File: config.mk
export PLATFORM = sky130hd
export DESIGN_NAME = sync_tag_matcher
export DESIGN_NICKNAME = d
export VERILOG_FILES = /design/src/rtl/tagm_pkg.sv /design/src/rtl/tagm_pending.sv /design/src/rtl/tagm_timer.sv /design/src/rtl/tagm_route.sv /design/src/rtl/sync_tag_matcher.sv
export SDC_FILE = /design/constraint.sdc
export NUM_CORES = 1
export LEC_CHECK = 0
export CORE_UTILIZATION = 51
export DETAILED_ROUTE_END_ITERATION = 16
export PLACE_DENSITY = 0.78
export SYNTH_ARGS = -nofsm -noshare
export SYNTH_HDL_FRONTEND = slang
export SYNTH_SLANG_ARGS = --single-unit
export TNS_END_PERCENT = 30
File: constraint.sdc
create_clock -name clk -period 2.7 [get_ports clk]
set_clock_uncertainty 0.15 [all_clocks]
set_input_delay 0.27 -clock clk [delete_from_list [all_inputs] [get_ports clk]]
set_output_delay 0.27 -clock clk [all_outputs]
set_load 0.01 [all_outputs]
File: src/rtl/tagm_pkg.sv
package tagm_pkg;
  parameter int BYTE_W = 8;
  localparam int TAG_W = 2 * BYTE_W;

  typedef logic [BYTE_W-1:0] byte_t;
  typedef logic [TAG_W-1:0]  tag_t;

  typedef struct packed {
    logic ack;
    logic nack;
    logic done;
    logic tmo;
    logic disp;
  } strobe_t;

  function automatic tag_t make_tag(input byte_t hi, input byte_t lo);
    return {hi, lo};
  endfunction
endpackage

File: src/rtl/tagm_pending.sv
module tagm_pending
  import tagm_pkg::*;
(
  input  logic clk,
  input  logic rst,
  input  logic take,
  input  tag_t new_tag,
  input  logic clear,
  output tag_t tag_q,
  output logic busy_q
);
  always_ff @(posedge clk) begin
    if (rst) begin
      tag_q  <= '0;
      busy_q <= 1'b0;
    end else if (take) begin
      tag_q  <= new_tag;
      busy_q <= 1'b1;
    end else if (clear) begin
      tag_q  <= '0;
      busy_q <= 1'b0;
    end
  end
endmodule

File: src/rtl/tagm_timer.sv
module tagm_timer #(
  parameter int TIMEOUT_CYCLES = 200_000_000
) (
  input  logic clk,
  input  logic rst,
  input  logic busy,
  input  logic hit,
  output logic expire
);
  localparam int CNT_W = (TIMEOUT_CYCLES > 2) ? $clog2(TIMEOUT_CYCLES) : 1;
  localparam logic [CNT_W-1:0] LAST = CNT_W'(TIMEOUT_CYCLES - 1);

  logic [CNT_W-1:0] cnt_q;

  always_ff @(posedge clk) begin
    if (rst || !busy || hit) cnt_q <= '0;
    else                     cnt_q <= cnt_q + 1'b1;
  end

  assign expire = busy && !hit && (cnt_q == LAST);
endmodule

File: src/rtl/tagm_route.sv
module tagm_route
  import tagm_pkg::*;
(
  input  logic    clk,
  input  logic    rst,
  input  logic    take,
  input  logic    refuse,
  input  logic    hit,
  input  logic    expire,
  input  logic    rx_valid,
  output strobe_t strb_q
);
  strobe_t strb_d;

  always_comb begin
    strb_d      = '0;
    strb_d.ack  = take;
    strb_d.nack = refuse;
    strb_d.done = hit;
    strb_d.tmo  = expire;
    strb_d.disp = rx_valid && !hit;
  end

  always_ff @(posedge clk) begin
    if (rst) strb_q <= '0;
    else     strb_q <= strb_d;
  end
endmodule

File: src/rtl/sync_tag_matcher.sv
module sync_tag_matcher
  import tagm_pkg::*;
#(
  parameter int TIMEOUT_CYCLES = 200_000_000
) (
  input  logic              clk,
  input  logic              rst,
  input  logic              req_valid,
  input  logic [BYTE_W-1:0] req_b0,
  input  logic [BYTE_W-1:0] req_b1,
  input  logic              rx_valid,
  input  logic [BYTE_W-1:0] rx_b0,
  input  logic [BYTE_W-1:0] rx_b2,
  output logic              req_ack,
  output logic              req_nack,
  output logic              sync_done,
  output logic              sync_timeout,
  output logic              disp_valid,
  output logic              busy
);
  tag_t    pend_tag;
  logic    pend_busy;
  logic    take, refuse, hit, expire;
  strobe_t strb;

  assign take   = req_valid && !pend_busy;
  assign refuse = req_valid && pend_busy;
  assign hit    = rx_valid && pend_busy && (make_tag(rx_b2, rx_b0) == pend_tag);

  tagm_pending u_pend (
    .clk(clk), .rst(rst), .take(take), .new_tag(make_tag(req_b1, req_b0)),
    .clear(hit || expire), .tag_q(pend_tag), .busy_q(pend_busy)
  );

  tagm_timer #(.TIMEOUT_CYCLES(TIMEOUT_CYCLES)) u_tmr (
    .clk(clk), .rst(rst), .busy(pend_busy), .hit(hit), .expire(expire)
  );

  tagm_route u_route (
    .clk(clk), .rst(rst), .take(take), .refuse(refuse), .hit(hit),
    .expire(expire), .rx_valid(rx_valid), .strb_q(strb)
  );

  assign req_ack      = strb.ack;
  assign req_nack     = strb.nack;
  assign sync_done    = strb.done;
  assign sync_timeout = strb.tmo;
  assign disp_valid   = strb.disp;
  assign busy         = pend_busy;
endmodule

### Word-level counts from Yosys, hierarchy flattened

Index checks and enable logic that the tools add are counted.

* input bits: 36
* flip-flop bits (word level): 50
* word-level logic and storage cells: 28
* output and inout bits: 6

* reductions and logical operators: 13
* equality and inequality tests: 2
* add/sub/neg operators: 1
* mux-type cells: 4

Operator list (count)
* 16-bit 2-to-1 mux: 2
* 28-bit by 1-bit adder with 28-bit output, second input constant: 1
* 28-bit equality test, second input constant: 1
* 16-bit equality test: 1
* 1-bit logical AND: 7
* 1-bit logical OR: 3
* 1-bit logical NOT: 2
* 1-bit 2-to-1 mux: 2
* 2-bit nonzero test: 1

### Logic depth before layout (Yosys ltp)

* word-level depth: 8
* depth in mapped cells: 7

### Hierarchy

From an unflattened synthesis, not the netlist that was laid out.

* cell total of the unflattened synthesis: 267
* area, all modules: 2477.4 µm²

By module, submodules not included
* tagm_timer: instances 1, area an instance 1375.1 µm², cells an instance 153
* tagm_pending: instances 1, area an instance 757.0 µm², cells an instance 77
* sync_tag_matcher: instances 1, area an instance 207.7 µm², cells an instance 27
* tagm_route: instances 1, area an instance 137.6 µm², cells an instance 10

### Worst setup path after synthesis

OpenSTA, ideal clock, no wires.

* kind: register to register
* start: register u_pend.tag_q[13]
* end: register u_pend.tag_q[0]
* clock period less this slack: 1911 ps
* buffers on the path: 1
* setup time: 117 ps
* arrival time: 1643 ps
* stages on the path, launching flop included: 7
* setup slack: 789 ps
* cell sequence: dfxtp_1 xnor2_1 nand4_1 or4_4 or2_4 buf_6 a32o_1

* cells in the longest elaborated chain, start to end: 7

RTL lines
* start: declaration: line tagm_pending.sv:9 `output tag_t tag_q,`
* start signal: assignment: line tagm_pending.sv:17 `tag_q <= new_tag;`
* 16-bit equality test *: line sync_tag_matcher.sv:28 `assign hit = rx_valid && pend_busy && (make_tag(rx_b2, rx_b0) == pend_tag);`
* 1-bit logical AND *: line sync_tag_matcher.sv:28
* 1-bit logical NOT: line tagm_timer.sv:20 `assign expire = busy && !hit && (cnt_q == LAST);`
* 1-bit logical AND (2 in series): line tagm_timer.sv:20
* 1-bit logical OR *: line sync_tag_matcher.sv:32 `.clear(hit || expire), .tag_q(pend_tag), .busy_q(pend_busy)`
* 2-bit nonzero test (no source line) *

Mark *: on every way between the ends. The rest lies on a longest branch, timed or not.
A chain may end at the register's enable or synchronous reset.

### Final worst setup path

* start: input port rx_b0[7]
* end: register u_pend.tag_q[5]

* cells in the longest elaborated chain, start to end: 7

RTL lines
* start: declaration: line sync_tag_matcher.sv:12 `input logic [BYTE_W-1:0] rx_b0,`
* 16-bit equality test *: line sync_tag_matcher.sv:28
* 1-bit logical AND *: line sync_tag_matcher.sv:28
* 1-bit logical NOT: line tagm_timer.sv:20
* 1-bit logical AND (2 in series): line tagm_timer.sv:20
* 1-bit logical OR *: line sync_tag_matcher.sv:32
* 2-bit nonzero test (no source line) *

Marked as above.

==> qor.txt <==
root buffer cell -> clkbuf_8
result of the run -> finished, final reports clean
Sw Share -> 0.218
leading cell types in the layout, fill and taps excluded -> 50 x dfxtp_1, 41 x clkdlybuf4s50_1, 37 x nor2_1, 26 x xnor2_1, 19 x nor2b_1
number of storage elements in the synthesis netlist -> 50
relative slew slack -> 0.531
f_max -> 469 MHz
Core Footprint -> 4120 µm²
WP depth -> 6
cell area power density -> 514 nW/µm²
final clock period utilization by the worst path -> 0.790
layout cells sized above 1 -> 0.0643
clock transition at the register clock pins on the worst setup and hold paths after CTS -> 0.09 ns
Adder-Cell Fraction of Synth Area -> 0.00555
post-synthesis sequential area ratio -> 0.444
minimum clock period after layout -> 2.13 ns
CTS buffer count -> 5
final-report max-slew violation count -> 0
Critical Path Slowest Stage Cell -> or4_4
VDD IR-drop max -> 0.275 mV
leakage power figure -> 0.000974 µW
portion of total power attributed to the clock network -> 0.353
floorplan die area -> 4690 µm²
Setup TNS Final -> 0 ns
standard-cell rows -> 23
antenna diode instance count -> 0
largest net degree at the start of global routing -> 29
all-layer global routing usage -> 0.214
total power consumption of the routed design -> 1450 µW
Hold Crit Class -> reg -> reg
Boundary Pins -> 42
classification of the worst setup path -> in -> reg
Congestion Overflow GR -> 0
total number of clock tree sinks -> 50
cell-internal power -> 1130 µW
main combinational cell family by area after synthesis -> simple AND/OR/NAND/NOR gates
cell area after synthesis -> 2250 µm²
via count of the first global-routing pass -> 1616
critical path arrival -> 2.18 ns
Critical Path, Cell by Cell -> clkdlybuf4s50_1 -> xnor2_1 -> nand4_1 -> or4_4 -> or2_4 -> a32o_1
category of cells accounting for the largest share of critical-path delay -> simple AND/OR/NAND/NOR gates
Post-Syn Instances -> 236
number of failing setup endpoints in the final timing report -> 0
Net count, final -> 316
die extent in x -> 68.5 µm
synthesized area per cell -> 9.55 µm²
final hold violation count -> 0
drt first-iter violations -> 93
drt total wl -> 4470 µm
CTS H-tree lvls -> 2
number of buffers and inverters on the critical path -> 1
number of max-capacitance violations reported -> 0
wire length of the first global-routing pass -> 7420 µm
critical path required time -> 2.75 ns
routed via count -> 1779
complex-gate fraction of the synthesized area -> 0.0827
RSZ-0062 raised after global routing -> false
Flop pwr share -> 0.534
clock tree from TritonCTS -> done
via density per instance -> 5.39
average wire length per cell after detail routing -> 13.5 µm
Min-Delay Path Depth -> 1
total setup buffers inserted after CTS -> 0
number of hold-repair buffers added at the cts stage -> 0
post-detailed-placement half-perimeter wirelength -> 3220 µm
Critical Path Sink Type -> register
Worst path max stage delay -> 0.56 ns
initial antenna violation count -> 0
height of the die -> 68.5 µm
relative contribution of combinational cells to total power -> 0.113
largest buffer count on any clock path -> 2
worst setup timing slack at the placement stage -> 0.254 ns
area share of the leading cell type in the synthesized netlist -> 0.444
peak fanout along the critical path -> 20
Detail Route Antenna Nets -> 0
effective utilization at floorplan -> 0.548
Synthesis Warnings -> 0
first drt pass iteration count -> 4
latest clock arrival within the worst-skew pair -> 0.30 ns
distinct cell type count after synthesis -> 29
commonest non-fill, non-tap cell in the layout -> dfxtp_1
Setup crit start kind -> input pin
worst slack on hold paths -> 0.316 ns
Synth Area in Simple Gates -> 0.277
Area contributors post-synth -> dfxtp_1 44%, xnor2_1 10%, a32o_1 7.1%, xor2_1 6.2%, nor2_1 6.2%
Worst Setup Slack, final -> 0.568 ns
number of gates given a new drive strength after cts -> 0
mux share of post-synthesis cell area -> 0
growth of design area from synthesis to finish -> 25.1%
synthesized net count -> 273
gp weighted congestion -> 0.749
dominant cell type by area after synthesis -> dfxtp_1
post-detailed-route DRC marker count -> 0
PortBufs -> 41
pin slew with the least headroom to its limit -> 0.699 ns
NetSw -> 316 µW
xor/xnor share of the synthesized area -> 0.163
R2R cell count -> 5
[cell type report]
class | instances | area [µm²]
multi-input cells | 176 | 1190
clock buffers | 5 | 68.8
repair buffers | 45 | 453
clock inverters | 3 | 40.0
flip-flops and latches | 50 | 1000
inverters | 1 | 3.75
well taps | 50 | 62.6
fillers | 336 | 1290
[Yosys cell counts, drive strengths merged]
| library cell | count |
|---|---|
| dfxtp | 50 |
| nor2 | 37 |
| xnor2 | 26 |
| nor2b | 19 |
| nand3 | 17 |
| a32o | 16 |
| xor2 | 16 |
| nand2 | 9 |
| nand4 | 9 |
| and3 | 7 |
| buf | 5 |
| clkbuf | 4 |
| nor3 | 3 |
| nor4 | 3 |
| nor4b | 3 |
| and2 | 2 |
| and4 | 2 |
| a31o | 1 |
| a41oi | 1 |
| and3b | 1 |
| ha | 1 |
| inv | 1 |
| o21ai | 1 |
| or2 | 1 |
| or4 | 1 |
[final timing paths]
path | start | slack [ns] | endpoint
hold / removal | u_tmr.cnt_q[0]$_SDFF_PP0_ | 0.32 | u_tmr.cnt_q[0]$_SDFF_PP0_
hold reg to reg | u_tmr.cnt_q[0]$_SDFF_PP0_ | 0.32 | u_tmr.cnt_q[0]$_SDFF_PP0_
setup / recovery | rx_b0[7] | 0.57 | u_pend.tag_q[5]$_SDFFE_PP0P_
setup reg to reg | u_pend.tag_q[12]$_SDFFE_PP0P_ | 0.63 | u_pend.tag_q[5]$_SDFFE_PP0P_
[kinds of logic after synthesis]
family,Yosys count
buffers and inverters,10
AOI/OAI and AO/OA,19
adders and majority gates,1
and+or+nand+nor,114
xor gates and xnor gates,42
DFF,50
[per-layer routing]
| metal | GRT usage | vias up | wire length [µm] |
|---|---|---|---|
| li1 | - | 908 | - |
| met1 | 0.282 | 828 | 2120 |
| met2 | 0.331 | 35 | 2140 |
| met3 | 0.0609 | 8 | 144 |
| met4 | 0.0807 | 0 | 65 |
| met5 | 0 | - | 0 |
[power groups by stage]
stage	Sequential, µW	Combinational (µW)	Clock, µW
4_1_cts	774	165	526
3_3_place_gp	791	162	0
3_5_place_dp	791	163	0
2_1_floorplan	790	78.9	0
5_1_grt	778	176	562
6_report	774	164	513
[metrics by stage]
stage	std cells	util	instance area, µm²
floorplan	236	-	2250
global placement	322	0.659	2710
detailed placement	322	0.659	2710
CTS	330	0.686	2820
global route	330	0.686	2820
finish	330	0.686	2820
[registers in the layout (all words and copies together) (netlist names)]
register,count
u_pend.tag_q,16
u_tmr.cnt_q,28
u_pend.busy_q,1
u_route.strb_q,5
Power figures use the tool's default switching activity.
